--- config.mk ---
export PLATFORM = sky130hd
export DESIGN_NAME = sync_div_bank
export DESIGN_NICKNAME = d
export VERILOG_FILES = /design/src/rtl/sdb_pkg.sv /design/src/rtl/sdb_resync.sv /design/src/rtl/sdb_channel.sv /design/src/rtl/sync_div_bank.sv
export SDC_FILE = /design/constraint.sdc
export NUM_CORES = 1
export LEC_CHECK = 0
export BUFFER_PORTS_ARGS = -buffer_cell sky130_fd_sc_hd__buf_2
export CAP_MARGIN = 20
export CORE_UTILIZATION = 50
export CTS_CLUSTER_DIAMETER = 60
export DETAILED_ROUTE_END_ITERATION = 10
export PLACE_DENSITY = 0.75
export SYNTH_ARGS = -nofsm -noshare
export SYNTH_HDL_FRONTEND = slang
export SYNTH_HIERARCHICAL = 1
export SYNTH_SLANG_ARGS = --single-unit
--- constraint.sdc ---
create_clock -name clk -period 2.71 [get_ports clk]
set_clock_uncertainty 0.05 [all_clocks]
set_input_delay 0.4065 -clock clk [delete_from_list [all_inputs] [get_ports clk]]
set_output_delay 0.4065 -clock clk [all_outputs]
set_load 0.03 [all_outputs]
--- src/rtl/sdb_pkg.sv ---
package sdb_pkg;
    localparam int SDB_NCH         = 4;
    localparam int SDB_DIV_W       = 10;
    localparam int SDB_DLY_W       = 8;
    localparam int SDB_SYNC_STAGES = 2;

    typedef enum logic [1:0] {
        CH_RUN  = 2'd0,
        CH_HOLD = 2'd1,
        CH_WAIT = 2'd2
    } ch_mode_e;

    typedef struct packed {
        ch_mode_e              mode;
        logic [SDB_DIV_W-1:0]  cnt;
        logic [SDB_DLY_W-1:0]  dcnt;
    } ch_state_t;

    function automatic logic ratio_wrap(input logic [SDB_DIV_W-1:0] cnt,
                                        input logic [SDB_DIV_W-1:0] ratio);
        return ({1'b0, cnt} + 1'b1) >= {1'b0, ratio};
    endfunction
endpackage

--- src/rtl/sdb_resync.sv ---
module sdb_resync #(
    parameter int STAGES = 2
) (
    input  logic clk,
    input  logic rst,
    input  logic d_in,
    output logic q_out
);
    logic [STAGES-1:0] pipe;

    always_ff @(posedge clk) begin
        if (rst) pipe <= '0;
        else     pipe <= {pipe[STAGES-2:0], d_in};
    end

    assign q_out = pipe[STAGES-1];
endmodule

--- src/rtl/sdb_channel.sv ---
module sdb_channel
    import sdb_pkg::*;
(
    input  logic                 clk,
    input  logic                 rst,
    input  logic                 sync_q,
    input  logic                 part_en,
    input  logic [SDB_DIV_W-1:0] ratio,
    input  logic [SDB_DLY_W-1:0] delay,
    output logic                 pulse
);
    ch_state_t st, nxt;
    logic      hold;

    assign hold = sync_q & part_en;

    always_comb begin
        nxt = st;
        unique case (st.mode)
            CH_RUN: begin
                nxt.cnt = ratio_wrap(st.cnt, ratio) ? '0 : st.cnt + 1'b1;
            end
            CH_HOLD: begin
                if (delay == '0) begin
                    nxt.mode = CH_RUN;
                    nxt.cnt  = '0;
                end else begin
                    nxt.mode = CH_WAIT;
                    nxt.dcnt = delay - 1'b1;
                end
            end
            CH_WAIT: begin
                if (st.dcnt == '0) begin
                    nxt.mode = CH_RUN;
                    nxt.cnt  = '0;
                end else begin
                    nxt.dcnt = st.dcnt - 1'b1;
                end
            end
            default: begin
                nxt.mode = CH_RUN;
                nxt.cnt  = '0;
            end
        endcase
        if (hold) begin
            nxt.mode = CH_HOLD;
            nxt.cnt  = '0;
            nxt.dcnt = '0;
        end
    end

    always_ff @(posedge clk) begin
        if (rst) begin
            st.mode <= CH_RUN;
            st.cnt  <= '0;
            st.dcnt <= '0;
        end else begin
            st <= nxt;
        end
    end

    assign pulse = (st.mode == CH_RUN) && (st.cnt == '0);
endmodule

--- src/rtl/sync_div_bank.sv ---
module sync_div_bank
    import sdb_pkg::*;
#(
    parameter int NCH = SDB_NCH
) (
    input  logic                     clk,
    input  logic                     rst,
    input  logic                     sync_pin,
    input  logic                     sync_inv,
    input  logic [NCH-1:0]           sync_en,
    input  logic [NCH*SDB_DIV_W-1:0] div_ratio,
    input  logic [NCH*SDB_DLY_W-1:0] div_delay,
    output logic [NCH-1:0]           ch_en,
    output logic                     sync_fwd
);
    logic sync_raw;
    logic sync_q;

    assign sync_raw = sync_pin ^ sync_inv;

    sdb_resync #(.STAGES(SDB_SYNC_STAGES)) u_resync (
        .clk   (clk),
        .rst   (rst),
        .d_in  (sync_raw),
        .q_out (sync_q)
    );

    assign sync_fwd = sync_q;

    for (genvar k = 0; k < NCH; k++) begin : g_ch
        sdb_channel u_ch (
            .clk     (clk),
            .rst     (rst),
            .sync_q  (sync_q),
            .part_en (sync_en[k]),
            .ratio   (div_ratio[k*SDB_DIV_W +: SDB_DIV_W]),
            .delay   (div_delay[k*SDB_DLY_W +: SDB_DLY_W]),
            .pulse   (ch_en[k])
        );
    end
endmodule

# ---- Word level (Yosys, flattened, before mapping)
# Index checks and enable logic that the tools add are counted.
dict set report word_totals {
  reg_bits 82
  latchBits 0
  ram_bits 0
  rom_bits 0
  inputBits 80
  out_inout_bits 5
  word_cells 162
  mem_count 0
}
dict set report classes {
  n_addsub 16
  multipliers 0
  div 0
  order_cmp 4
  n_eq_ne 32
  shifts 0
  n_mux 40
  bitwise 9
  n_reduce_logical 44
}
# operator n
set op_table {}
lappend op_table {{$pmux 10 s3} 4}
lappend op_table {{$mux 10} 8}
lappend op_table {{$mux 19} 4}
lappend op_table {{$logic_not 8->1} 8}
lappend op_table {{$mux 8} 8}
lappend op_table {{$pmux 8 s2} 4}
lappend op_table {{$sub 8x1->8 const B} 8}
lappend op_table {{$mux 12} 4}
lappend op_table {{$add 10x1->11 const B} 4}
lappend op_table {{$ge 11x10->1} 4}
lappend op_table {{$add 10x1->10 const B} 4}
lappend op_table {{$logic_not 10->1} 4}
lappend op_table {{$ne 2x1->1 const B} 12}
lappend op_table {{$pmux 2 s3} 4}
lappend op_table {{$reduce_and 2->1} 12}
lappend op_table {{$ne 2x2->1 const B} 8}
lappend op_table {{$ne 3x1->1 const B} 4}
lappend op_table {{$reduce_and 3->1} 4}
lappend op_table {{$eq 2x1->1 const B} 4}
lappend op_table {{$eq 2x2->1 const B} 4}
lappend op_table {{$logic_not 2->1} 4}
lappend op_table {{$mux 2} 4}
lappend op_table {{$reduce_bool 2->1} 4}
lappend op_table {{$reduce_or 2->1} 4}
lappend op_table {{other kinds (4)} 13}

# ---- Longest topological paths before layout
# Gate-level depths: netlist of the first run.
dict set report logic_depth {
  ltp_word 5
  mapped_depth 12
  depth_no_buf 11
}

# ---- Hierarchy
# Netlist of the first run, hierarchy kept.
# mod instances cells_per_inst area_each_um2 seq_area_each_um2
set by_module_without_submodules {}
lappend by_module_without_submodules {sdb_channel 4 190 1508.9 400.4}
lappend by_module_without_submodules {sdb_resync 1 4 52.6 40.0}
lappend by_module_without_submodules {sync_div_bank 1 1 8.8 0.0}

# ---- Worst setup path before layout of the first run
# Ideal clock, no wire load.
dict set report synth_path {
  path_kind {reg-to-reg}
  from {register g_ch[0].u_ch/st[10] in the netlist's numbering}
  to {register g_ch[0].u_ch/st[8] in the netlist's numbering}
  setup_ns 0.060
  arrival_time_ns 2.710
  t_required_ns 2.600
  slack_ns -0.109
  stages_incl_launch_ff 12
  path_buffers 1
  period_less_slack_ns 2.819
  cell_sequence {dfxtp_1 > clkbuf_1 > nand2_1 > nor3_1 > nand4_1 > nor2_1 > xor2_1 > ha_1 > a2111oi_0 > a31oi_1 > nor2_1 > mux2_2}
}
dict set report synth_between {
  elab_chain_len 4
}
# element line
set synth_lines {}
lappend synth_lines {{from (decl)} sdb_channel.sv:12} ;# ch_state_t st, nxt;
lappend synth_lines {{from (signal assigned)} sdb_channel.sv:58} ;# st <= nxt;
lappend synth_lines {{$add 10x1->11} sdb_pkg.sv:21} ;# return ({1'b0, cnt} + 1'b1) >= {1'b0, ratio};
lappend synth_lines {{$ge 11x10->1} sdb_pkg.sv:21}
lappend synth_lines {{$mux 10} sdb_channel.sv:21} ;# nxt.cnt = ratio_wrap(st.cnt, ratio) ? '0 : st.cnt + 1'b1;
lappend synth_lines {{$pmux 10 s3} sdb_channel.sv:19} ;# unique case (st.mode)
# Every way passes these cells.
# A chain may end at the register's enable or synchronous reset.

# ---- Worst setup path in the final report of the first run
dict set report layout_path {
  from {register g_ch[3].u_ch/st[8] in the netlist's numbering}
  to {register g_ch[3].u_ch/st[15] in the netlist's numbering}
}
dict set report layout_between {
  elab_chain_len 4
  word_cells_on_any_way 5
  cone_classes {2 x add/sub; 1 x order compare; 2 x mux}
}
# element line
set layout_lines {}
lappend layout_lines {{from (decl)} sdb_channel.sv:12}
lappend layout_lines {{from (signal assigned)} sdb_channel.sv:58}
lappend layout_lines {{$add 10x1->11} sdb_pkg.sv:21}
lappend layout_lines {{$ge 11x10->1} sdb_pkg.sv:21}
lappend layout_lines {{$mux 10 *} sdb_channel.sv:21}
lappend layout_lines {{$pmux 10 s3 *} sdb_channel.sv:19}
# Every way passes the cells marked *; elsewhere a longest branch is shown, timed or not.

==> impl_metrics.yaml, run 1 <==
outcome:
  status: "complete, no violations"
worst_setup_path:
  setup.worst_path.end_class: "flop"
  crit_top_cell: "ha_1"
  worst-setup-path-type: "flop to flop"
  start_kind: "flop"
  crit_path_start: "g_ch[3].u_ch/st[8]"
  slowest_delay_ps: 400
  path_cells: "ha_1 -> nand3_2 -> or3_1 -> nand2_1 -> ha_1 -> nand2b_1 -> a21oi_1 -> a31oi_4 -> nor2_4 -> buf_4 -> a221o_1"
  crit_slowest_cell: "or3_1"
  critPathRequiredTime_ps: 2890
  r2r-start: "g_ch[3].u_ch/st[8]"
  worstPathArrival_ps: 2810
  cp_max_fo: 5
clock_network:
  cts_root_buf: "clkbuf_16"
  cts_sinks: 82
  cts_tree: "built"
  insertion_delay_ps: 350
  ctsHoldBuffers: 0
  clkTransAtPathRegs_ps: 60
  clock_tree.buffer_depth: 2
  htree_levels: 3
  cts_buffers: 9
global_route:
  grt-ovfl-total: 0
  track_usage: 0.246
  grt_max_degree: 17
  grt_pass1_vias: 5728
  grt_antenna_before_repair: 1
  grt_pass1_wl_mm: 25.8
sta:
  layout_setup_ws_ps: 84.1
  final_max_slew_viol_count: 0
  grt_setup_unrepaired: "yes"
  slew_headroom: 0.647
  finalHoldViolations: 0
  final.period_utilization: 0.969
  tightest_slew_ps: 529
  period_needed_ps: 2630
  setup_viol: 0
  fmax_mhz: 381
yosys:
  synth_cell_type_count: 46
  synth_fp_nets: 897
  synth_warnings: 6
  synthArstFlopShare: 0
  ys_seq_elements: 82
  syn-cell-area_um2: 6100
  avgSynthCellArea_um2: 7.97
  ys.flop_type: "dfxtp_1"
  seq_area_frac_synth: 0.269
  syn_inst: 765
  synth_edf_count: 0
place:
  gp_congestion: 0.922
  io_buffers: 84
  pre_cts_slack_ps: -120
  dp_hpwl_mm: 11.3
detailed_routing:
  top_layer: "met4"
  drtIter0Drc: 398
  ant_nets: 0
  viasPerCell: 5.96
  dr_wl_met3_um: 823
  drc: 0
  routedWlPerCell_um: 15.4
  met1Wirelength_mm: 6.89
  wl_met2_mm: 7.71
  via_count: 6117
  dr.pass1.iters: 7
  route.final.wire_length_mm: 15.8
pwr:
  leakage_nw: 3.39
  p_total_mw: 3.11
  irDropWorstVdd_mv: 0.255
  powerDensity_nw_per_um2: 416
final_layout:
  mostFrequentLayoutCells: "84 x buf_2, 80 x nor2_1, 71 x dfxtp_1"
  nFillCells: 993
  mostFrequentLayoutCell: "buf_2"
  final_nets: 1010
  drive_above_1_share: 0.253
  syn2layout_area_growth_pct: 22.6
die:
  die-area_um2: 12600
  core_um2: 11700
  start_util: 0.523
  fp-row-count: 39
  fp.dieW_um: 112
  die_h_um: 112
  io_pins: 85
run:
  drv_cap: 0
min_path:
  hp-start: "sync_en[2]"
  hp-class: "input port to flop"
## kinds of logic after synthesis
group	count (synthesis)	share of synthesized area
buf+inv	84	0.0575
simple gates	290	0.249
fa+ha+maj	52	0.107
xor+xnor	33	0.0474
mux	32	0.0550
compound gates	192	0.215
flops	82	0.269
## cell type report
type | count | area, µm² | share of cell area
sequential | 82 | 1660 | 0.222
tap | 143 | 179 | 0.0239
timing repair buffer | 134 | 800 | 0.107
clock buffer | 13 | 270 | 0.0362
clock inverter | 2 | 35.0 | 0.00469
antenna | 1 | 2.50 | 0.000335
multi-input combinational | 599 | 4330 | 0.580
inverter | 52 | 195 | 0.0261
## repair_timing
action / CTS / global route
pin swaps: 1 / 21
buffers inserted: 0 / 6
setup endpoints to repair: 32 / 40
resized for setup: 15 / 42
cloned: 0 / 0
## per-layer routing
metal  vias to the layer above  global-route usage
li1                       3017                   -
met1                      2832               0.302
met2                       234               0.430
met3                        34              0.0313
met4                         0               0.111
met5                         -                   0
## per-stage QoR
stage / instances / hold WS (ps) / setup TNS (ps) / instance area, µm² / util
final: 1026 / 270 / 0 / 7470 / 0.641
after global routing: 1026 / 283 / -589 / 7470 / 0.641
after CTS: 1019 / 261 / 0 / 7260 / 0.623
after detailed placement: 1004 / 387 / -1600 / 6880 / 0.590
after global placement: 1004 / 368 / 0 / 6880 / 0.590
after floorplan: 765 / 364 / 0 / 6110 / -
## synth_stat cells (8+ instances only)
cell / instances / area, µm²
nor4_1: 12 / 75.1
nor2b_1: 14 / 87.6
a31oi_1: 16 / 100
nand4_1: 16 / 100
a21oi_1: 52 / 260
nor2_1: 84 / 315
nand2b_1: 24 / 150
mux2_2: 12 / 135
xor2_1: 17 / 149
dfxtp_1: 82 / 1640
a22o_1: 20 / 175
xnor2_1: 16 / 140
mux2i_1: 20 / 200
a21o_1: 8 / 60.1
or3_1: 8 / 50.1
clkbuf_1: 16 / 60.1
nand3_1: 28 / 140
buf_1: 8 / 30.0
o21ai_0: 40 / 200
and3_1: 8 / 50.1
nand2_1: 48 / 180
nor3_1: 8 / 40.0
nand4b_1: 8 / 70.1
a221o_1: 12 / 120
ha_1: 52 / 651
a211oi_1: 8 / 60.1
inv_1: 52 / 195
## worst max-delay path: cells and delay by family, from the launching register on
family	cells	cell delay, ps
and+or+nand+nor	5	830
AOI/OAI and AO/OA	3	680
DFF	1	350
adders and majority gates	2	450
buffers and inverters	1	150
## sequential cells by signal, summed over array words and instances, names as in the netlist
| register | cells |
|---|---|
| g_ch.u_ch/st | 80 |
| u_resync/pipe | 2 |
## final timing paths
kind | to | slack, ps | cells after the start
min | g_ch[2].u_ch/st[18] | 270 | 3
max reg2reg | g_ch[3].u_ch/st[15] | 80 | 11
max | g_ch[3].u_ch/st[15] | 80 | 11
min reg2reg | u_resync/pipe[1] | 390 | 1
## report_power, final
group / switching, mW / leakage [nW] / internal (mW) / total, mW
registers: 0.0349 / 0.669 / 1.24 / 1.28
clock network: 0.480 / 0.152 / 0.783 / 1.26
logic: 0.315 / 2.57 / 0.252 / 0.568
total: 0.831 / 3.39 / 2.28 / 3.11
No activity file was read; power rests on OpenSTA's default activity.
==> run 2, diff against run 1 <==
--- a/config.mk
+++ b/config.mk
@@ -10,8 +10,9 @@
 export CORE_UTILIZATION = 50
 export CTS_CLUSTER_DIAMETER = 60
 export DETAILED_ROUTE_END_ITERATION = 10
-export PLACE_DENSITY = 0.75
+export PLACE_DENSITY = 0.72
 export SYNTH_ARGS = -nofsm -noshare
 export SYNTH_HDL_FRONTEND = slang
 export SYNTH_HIERARCHICAL = 1
 export SYNTH_SLANG_ARGS = --single-unit
+export TNS_END_PERCENT = 50
==> constraint.sdc (replaced) <==
create_clock -name clk -period 2.68 [get_ports clk]
set_clock_uncertainty 0.05 [all_clocks]
set_input_delay 0.402 -clock clk [delete_from_list [all_inputs] [get_ports clk]]
set_output_delay 0.402 -clock clk [all_outputs]
set_load 0.03 [all_outputs]
==> run 2 against run 1 <==
  * First-iteration DRC count increased by 12%
  * Hold slack worse by 12 ps
  * Clock-buffer cell count is 3 lower
  * Via count fell by 1.8%
  * Sequential cell count is the same
  * Critical endpoint is now g_ch[3].u_ch/st[16]
  * Largest cell class unchanged
==> impl_metrics.yaml, run 2 (synthesized netlist as in run 1, its figures left out) <==
die:
  fp.dieW_um: 112
  die-area_um2: 12600
  start_util: 0.523
  die_h_um: 112
  io_pins: 85
  core_um2: 11700
  fp-row-count: 39
place:
  placed_area_um2: 6910
  gp_congestion: 0.933
  pre_cts_slack_ps: -93.7
  dp_hpwl_mm: 11.2
  dp_cells: 1008
  io_buffers: 84
worst_setup_path:
  start_kind: "flop"
  critPathRequiredTime_ps: 2920
  cp_max_fo: 4
  setup.worst_path.end_class: "flop"
  worst-setup-path-type: "flop to flop"
  worstPathArrival_ps: 2840
pwr:
  p_seq_frac: 0.434
  powerDensity_nw_per_um2: 396
  p_sw_frac: 0.282
  irDropWorstVdd_mv: 0.366
  p_sw_mw: 0.838
  p_total_mw: 2.97
  power.internal_mw: 2.13
  leakage_nw: 3.40
  clkPwrFrac: 0.368
  combPwrFrac: 0.198
detailed_routing:
  drtIter0Drc: 445
  wl_met2_mm: 7.56
  met1Wirelength_mm: 6.96
  ant_nets: 0
  dr_wl_met3_um: 669
  drc: 0
  routedWlPerCell_um: 14.9
  route.final.wire_length_mm: 15.4
  top_layer: "met4"
  via_count: 6009
  dr.pass1.iters: 5
  viasPerCell: 5.85
final_layout:
  fin_cells: 1027
  fin_util: 0.643
  num_antenna_cells: 0
  mostFrequentLayoutCells: "84 x buf_2, 80 x nor2_1, 70 x dfxtp_1"
  nFillCells: 1014
  final_nets: 1014
  fin_area_um2: 7490
  largest_register_ffs: 80
  top_register: "g_ch.u_ch/st"
  reg_top3: "g_ch.u_ch/st: 80 flops, u_resync/pipe: 2 flops"
  drive_above_1_share: 0.261
  syn2layout_area_growth_pct: 22.9
  mostFrequentLayoutCell: "buf_2"
global_route:
  grt_pass1_vias: 5520
  grt_antenna_before_repair: 0
  grt-ovfl-total: 0
  track_usage: 0.237
  grt_max_degree: 17
  grt_pass1_wl_mm: 24.7
sta:
  final.period_utilization: 0.970
  finalHoldViolations: 0
  final_max_slew_viol_count: 0
  hold_ws_ps: 258
  tightest_slew_ps: 530
  period_needed_ps: 2600
  fmax_mhz: 384
  setup_viol: 0
  slew_headroom: 0.647
  layout_setup_ws_ps: 79.2
  tns_ps: 0
clock_network:
  clock_tree.buffer_depth: 2
  ctsHoldBuffers: 0
  insertion_delay_ps: 340
  cts_root_buf: "clkbuf_16"
  clkTransAtPathRegs_ps: 60
  htree_levels: 3
  cts_tree: "built"
  cts_buffers: 9
  cts_sinks: 82
run:
  drv_cap: 0
outcome:
  status: "complete, no violations"
min_path:
  hp-class: "input port to flop"
==> run 2: cell count changes in the layout (fill, tap and decap cells not counted), sizes merged <==
cell	change
buf	+3
clkbuf	-3
clkinvlp	+2
bufinv	-1
diode	-1
nor2	+1
==> run 2: final timing paths <==
path	startpoint	endpoint	slack, ps	cells after the start
setup reg to reg	g_ch[3].u_ch/st[9]	g_ch[3].u_ch/st[16]	80	11
setup / recovery	g_ch[3].u_ch/st[9]	g_ch[3].u_ch/st[16]	80	11
hold reg to reg	u_resync/pipe[0]	u_resync/pipe[1]	390	1
hold / removal	sync_en[3]	g_ch[3].u_ch/st[18]	260	3
==> run 2: power groups by stage <==
stage	Clock (mW)	Sequential (mW)	Combinational, mW
finish	1.09	1.29	0.587
global route	1.18	1.29	0.650
CTS	1.12	1.29	0.564
detailed placement	0	1.31	0.553
global placement	0	1.31	0.535
floorplan	0	1.31	0.343
==> run 2: final cells by class <==
class / instances / area (µm²) / share of cell area
Clock inverter: 3 / 20.0 / 0.00267
Tap cell: 143 / 179 / 0.0239
Timing Repair Buffer: 137 / 830 / 0.111
Clock buffer: 10 / 229 / 0.0306
Multi-Input combinational cell: 600 / 4380 / 0.585
Inverter: 52 / 195 / 0.0260
Sequential cell: 82 / 1660 / 0.221
==> run 2: timing repair <==
item | in CTS | in global routing
endpoints found under the setup margin | 38 | 40
gates cloned | 1 | 0
buffers inserted | 0 | 5
gates resized for setup | 18 | 52
pin swaps | 6 | 23
==> run 2: critical path, cell delays in order (launching register included) <==
cell and delay (ps):
dfxtp_1 360, inv_1 90, nor3_2 190, nand4_1 140, nor2_1 170, xor2_1 240
ha_1 320, a2111oi_4 370, a31oi_4 170, buf_4 190, a211oi_1 170, a21o_1 100
==> run 2: routing by layer <==
metal  GRT usage  vias up
li1            -     3025
met5           0        -
met1       0.298     2786
met4      0.0738        0
met3      0.0464       12
met2       0.409      186
